[config.mk]
export PLATFORM = sky130hd
export DESIGN_NAME = ledmux_top
export DESIGN_NICKNAME = d
export VERILOG_FILES = /design/src/rtl/ledmux_pkg.sv /design/src/rtl/ledmux_tick.sv /design/src/rtl/ledmux_frame.sv /design/src/rtl/ledmux_pattern.sv /design/src/rtl/ledmux_drive.sv /design/src/rtl/ledmux_top.sv
export SDC_FILE = /design/constraint.sdc
export NUM_CORES = 1
export LEC_CHECK = 0
export ABC_AREA = 1
export BUFFER_PORTS_ARGS = -buffer_cell sky130_fd_sc_hd__clkbuf_2
export CORE_UTILIZATION = 31
export CTS_BUF_LIST = sky130_fd_sc_hd__clkbuf_8 sky130_fd_sc_hd__clkbuf_16
export CTS_CLUSTER_DIAMETER = 30
export DETAILED_ROUTE_END_ITERATION = 10
export GPL_TIMING_DRIVEN = 0
export PLACE_DENSITY_LB_ADDON = 0.15
export SYNTH_ARGS = -nofsm -noshare
export SYNTH_HDL_FRONTEND = slang
export SYNTH_SLANG_ARGS = --single-unit
[constraint.sdc]
create_clock -name clk -period 1.8 [get_ports clk]
set_input_delay 0.54 -clock clk [delete_from_list [all_inputs] [get_ports clk]]
set_output_delay 0.54 -clock clk [all_outputs]
set_load 0.05 [all_outputs]
[src/rtl/ledmux_pkg.sv]
package ledmux_pkg;

    localparam int FRAME_MS       = 2000;
    localparam int FLASH_MS       = 100;
    localparam int PAIR_GAP_MS    = 200;
    localparam int FAST_PERIOD_MS = 200;
    localparam int MS_W           = $clog2(FRAME_MS);
    localparam int FAST_W         = $clog2(FAST_PERIOD_MS);
    localparam int CODE_W         = 3;

    typedef logic [MS_W-1:0]   ms_t;
    typedef logic [FAST_W-1:0] fast_t;

    typedef enum logic [CODE_W-1:0] {
        ST_IDLE     = 3'd0,
        ST_DETECT   = 3'd1,
        ST_POWERED  = 3'd2,
        ST_HIGHPWR  = 3'd3,
        ST_OVERLOAD = 3'd4,
        ST_DENIED   = 3'd5,
        ST_RSVD6    = 3'd6,
        ST_RSVD7    = 3'd7
    } port_state_e;

    typedef struct packed {
        logic  bank;
        ms_t   ms;
        fast_t fast;
    } timebase_t;

    function automatic logic cadence_lit(port_state_e st, timebase_t tb);
        logic first_flash;
        logic second_flash;
        logic fast_flash;
        first_flash  = (tb.ms < ms_t'(FLASH_MS));
        second_flash = (tb.ms >= ms_t'(PAIR_GAP_MS)) &&
                       (tb.ms <  ms_t'(PAIR_GAP_MS + FLASH_MS));
        fast_flash   = (tb.fast < fast_t'(FLASH_MS));
        case (st)
            ST_DETECT:   return first_flash;
            ST_POWERED:  return 1'b1;
            ST_HIGHPWR:  return !first_flash;
            ST_OVERLOAD: return fast_flash;
            ST_DENIED:   return first_flash || second_flash;
            default:     return 1'b0;
        endcase
    endfunction

endpackage

[src/rtl/ledmux_tick.sv]
module ledmux_tick #(
    parameter int DIV = 50_000
) (
    input  logic clk,
    input  logic rst,
    output logic tick
);
    localparam int CW = (DIV > 1) ? $clog2(DIV) : 1;

    logic [CW-1:0] cnt_q;

    assign tick = (cnt_q == CW'(DIV - 1));

    always_ff @(posedge clk) begin
        if (rst || tick) begin
            cnt_q <= '0;
        end else begin
            cnt_q <= cnt_q + 1'b1;
        end
    end
endmodule

[src/rtl/ledmux_frame.sv]
module ledmux_frame
    import ledmux_pkg::*;
(
    input  logic      clk,
    input  logic      rst,
    input  logic      tick,
    output timebase_t tb
);
    timebase_t tb_q;

    always_ff @(posedge clk) begin
        if (rst) begin
            tb_q <= '0;
        end else if (tick) begin
            tb_q.bank <= !tb_q.bank;
            tb_q.ms   <= (tb_q.ms == ms_t'(FRAME_MS - 1)) ? '0 : tb_q.ms + 1'b1;
            tb_q.fast <= (tb_q.fast == fast_t'(FAST_PERIOD_MS - 1)) ? '0 : tb_q.fast + 1'b1;
        end
    end

    assign tb = tb_q;
endmodule

[src/rtl/ledmux_pattern.sv]
module ledmux_pattern
    import ledmux_pkg::*;
#(
    parameter int NUM_PORTS = 8
) (
    input  timebase_t                     tb,
    input  logic [NUM_PORTS*CODE_W-1:0]   port_status,
    output logic [NUM_PORTS-1:0]          lit
);
    for (genvar p = 0; p < NUM_PORTS; p++) begin : g_port
        assign lit[p] = cadence_lit(port_state_e'(port_status[p*CODE_W +: CODE_W]), tb);
    end
endmodule

[src/rtl/ledmux_drive.sv]
module ledmux_drive #(
    parameter int NUM_PORTS = 8
) (
    input  logic                 clk,
    input  logic                 rst,
    input  logic                 bank,
    input  logic [NUM_PORTS-1:0] lit,
    input  logic [NUM_PORTS-1:0] meter_bits,
    output logic [NUM_PORTS-1:0] led_pin,
    output logic                 bank_pin
);
    localparam int HALF = NUM_PORTS / 2;

    logic [NUM_PORTS-1:0] pins_d;

    always_comb begin
        if (bank) begin
            pins_d = {lit[HALF-1:0], meter_bits[HALF-1:0]};
        end else begin
            pins_d = {lit[NUM_PORTS-1:HALF], meter_bits[NUM_PORTS-1:HALF]};
        end
    end

    always_ff @(posedge clk) begin
        if (rst) begin
            led_pin  <= '0;
            bank_pin <= 1'b0;
        end else begin
            led_pin  <= pins_d;
            bank_pin <= bank;
        end
    end
endmodule

[src/rtl/ledmux_top.sv]
module ledmux_top
    import ledmux_pkg::*;
#(
    parameter int CLK_HZ    = 50_000_000,
    parameter int TICK_HZ   = 1000,
    parameter int NUM_PORTS = 8
) (
    input  logic                           clk,
    input  logic                           rst,
    input  logic [NUM_PORTS*CODE_W-1:0]    port_status,
    input  logic [NUM_PORTS-1:0]           meter_bits,
    output logic [NUM_PORTS-1:0]           led_pin,
    output logic                           bank_pin
);
    localparam int TICK_DIV = CLK_HZ / TICK_HZ;

    logic                 w_tick;
    timebase_t            w_tb;
    logic                 w_bank;
    ms_t                  w_ms;
    logic [NUM_PORTS-1:0] w_lit;

    assign w_bank = w_tb.bank;
    assign w_ms   = w_tb.ms;

    ledmux_tick #(.DIV(TICK_DIV)) u_tick (
        .clk  (clk),
        .rst  (rst),
        .tick (w_tick)
    );

    ledmux_frame u_frame (
        .clk  (clk),
        .rst  (rst),
        .tick (w_tick),
        .tb   (w_tb)
    );

    ledmux_pattern #(.NUM_PORTS(NUM_PORTS)) u_pattern (
        .tb          (w_tb),
        .port_status (port_status),
        .lit         (w_lit)
    );

    ledmux_drive #(.NUM_PORTS(NUM_PORTS)) u_drive (
        .clk        (clk),
        .rst        (rst),
        .bank       (w_bank),
        .lit        (w_lit),
        .meter_bits (meter_bits),
        .led_pin    (led_pin),
        .bank_pin   (bank_pin)
    );
endmodule

==> results.yml <==
run_status:
  status: "completed"
layout:
  antenna_cells: 0
  finalNetCount: 534
  fin_area_um2: 3270
  area_delta_synth_final_pct: 16.8
  fin_cells: 605
  layout-drive-gt1-share_pct: 16.7
cts:
  cts-root-buf: "clkbuf_8"
  clock_sinks: 45
  cts_tree: "yes"
  clk_pin_slew_ns: 0.09
  ctsHtreeMaxLevel: 2
  clk_latency_ns: 0.30
  cts_hold_repair.buffers: 0
  cts_buffers: 5
  cts_max_path_buffers: 2
hold_path:
  worstHoldEndpoint: "u_drive.led_pin[4]"
  hold_path_depth: 2
  hold_class: "in2reg"
  min_from: "rst"
critical_path:
  worstPathArrival_ns: 1.73
  r2r_cells: 7
  end_kind: "flip-flop"
  critPathKind: "reg2reg"
  required_ns: 1.96
  reg2reg_to: "u_frame.tb[11]"
  reg2reg_slack_ns: 0.23
  cp_max_fo: 6
  critPathLaunchType: "flip-flop"
  timing.rr.start: "u_frame.tb[8]"
floorplanning:
  row_count: 34
  die-area_um2: 9430
  core_area_um2: 8720
  die_h_um: 97.1
  io_pins: 43
  initial_core_util_pct: 32.1
  die_x_um: 97.1
logic_synthesis:
  synth_area_um2: 2800
  ys_seq_area_share_pct: 32.1
  ys_top_cells_by_count: "nand2_1 (113), inv_1 (59), nor2_1 (58)"
  ys_warn_count: 0
  syn_nets: 483
  netlist_top_cells_area: "dfxtp_1 (32%), nand2_1 (15%), inv_1 (7.9%), nor2_1 (7.8%), a21oi_1 (6.1%)"
  yosysUniqueCellTypes: 30
  ys.flop_type: "dfxtp_1"
  synthCells: 445
  synth_top_area_share_pct: 32.1
  synth_edf_count: 0
  syn-mean-instance-area_um2: 6.30
  async_reset_ff_share_pct: 0
  yosysMostFrequentCell: "nand2_1"
  yosysTopAreaCell: "dfxtp_1"
  ys_ff_latch: 45
global_routing:
  grt_max_degree: 15
  antenna_found_initial: 0
  grt_pass1_vias: 2673
  grt_pass1_wl_um: 11900
  grt-ovfl-total: 0
  grt_util_all_layers_pct: 15.0
routing:
  drt_wl_total_um: 6690
  route.detailed.drc: 0
  viasPerCell: 4.63
  firstDrtPassIters: 4
  dr.first_iter.drc_count: 73
  num_vias: 2804
  postRouteAntennaNets: 0
  wl_per_cell_um: 11.1
pwr:
  p_sw_share_pct: 25.5
  seqPwrFrac_pct: 50.5
  powerDensity_nw_per_um2: 616
  p_comb_share_pct: 10.7
  irDropWorstVdd_uv: 263
  leakage_nw: 1.52
  p_int_w: 0.00150
  switchingPower_w: 0.000514
  p_clk_share_pct: 38.8
timing:
  finalCritPeriodShare_pct: 87.2
  worst_pin_slew_ns: 0.567
  fin_skew_ns: 0.0109
  rsz0062_at_grt: "false"
  tns_ns: 0
  fin_crit_ns: 1.57
  drv_slew: 0
  hold_slack_ns: 0.424
  slew_headroom_pct: 62.2
  fmax_ghz: 0.637
  timing.final.ws_setup_ns: 0.230
  finalHoldViolations: 0
  setup_viol: 0
job:
  cap_violations: 0
placement:
  dp_cells: 595
  preCtsSetupSlack_ns: 0.00805
  place_congestion: 0.843
  post_dp_cell_area_um2: 3150
  io_buffers: 42
  dp_hpwl_um: 5060
## cell usage in the layout (no fill, tap or decap), drive strengths merged, types with 13 or more instances in the layout
cell type / instances
nand2: 120
inv: 64
nor2: 63
clkbuf: 50
dfxtp: 45
a21oi: 35
nand3: 31
o21ai: 21
nand4: 16
nor3: 13
## worst max-delay path by stage
| stage | from | to | slack [ns] | cells after the start |
|---|---|---|---|---|
| 3_3_place_gp | u_frame.tb[8] | u_frame.tb[11] | -0.03 | 6 |
| 6_report | u_frame.tb[8] | u_frame.tb[11] | 0.23 | 7 |
| 3_5_place_dp | u_frame.tb[8] | u_frame.tb[15] | 0.008 | 6 |
| 2_1_floorplan | u_tick.cnt_q[0] | u_tick.cnt_q[13] | 0.39 | 10 |
| 5_1_grt | u_tick.cnt_q[0] | u_frame.tb[12] | 0.04 | 10 |
| 4_1_cts | u_tick.cnt_q[0] | u_tick.cnt_q[13] | 0.21 | 10 |
## worst max-delay path, cell delays in order, from the launching register on
cell,delay (ns)
dfxtp_1,0.43
ha_1,0.30
nand3_1,0.15
inv_1,0.10
nand4_1,0.11
buf_4,0.18
nand4_1,0.09
a21oi_1,0.07
## kinds of logic after synthesis
kind of cell               after synthesis  synth area share (%)
DFF                                     45                  32.1
xor gates and xnor gates                 9                  2.81
AOI/OAI and AO/OA                       58                  10.6
buffers and inverters                   73                  10.9
adders and majority gates                4                  1.79
and+or+nand+nor                        256                  41.7
## through the flow
stage | power, W | util, %
2_1_floorplan | 0.00118 | -
3_3_place_gp | 0.00125 | 36.1
3_5_place_dp | 0.00126 | 36.1
4_1_cts | 0.00206 | 37.5
5_1_grt | 0.00212 | 37.5
6_report | 0.00202 | 37.5
## power groups by stage
stage                     clock [W]  combinational (W)  sequential, W
after detailed placement          0           0.000218        0.00104
after CTS                  0.000823           0.000219        0.00102
after global routing       0.000858           0.000244        0.00102
final                      0.000783           0.000216        0.00102
after global placement            0           0.000214        0.00104
after floorplan                   0          0.0000992        0.00108
## repair_timing
action | CTS | global route
setup endpoints to repair | 2 | 0
gates resized for setup | 0 | 0
setup buffers | 2 | 0
hold endpoints to repair | 0 | 0
## registers in the layout (all words and copies together) (netlist names)
signal / count
u_drive.bank_pin: 1
u_drive.led_pin: 8
u_frame.tb: 20
u_tick.cnt_q: 16
## final cells by class
type	instances	area [um^2]
clock buffer	5	68.8
timing repair buffer	44	225
buffer	9	66.3
sequential	45	901
clock inverter	3	42.5
inverter	64	240
fill	958	5450
tap	108	135
multi-input combinational	327	1600
## routing by layer
metal,track usage (%),part of all wire [%]
met2,25.4,46
met3,2.45,3.1
met1,20.1,50
met4,3.44,1.1
met5,0,0
(Power assumes the default switching activity.)
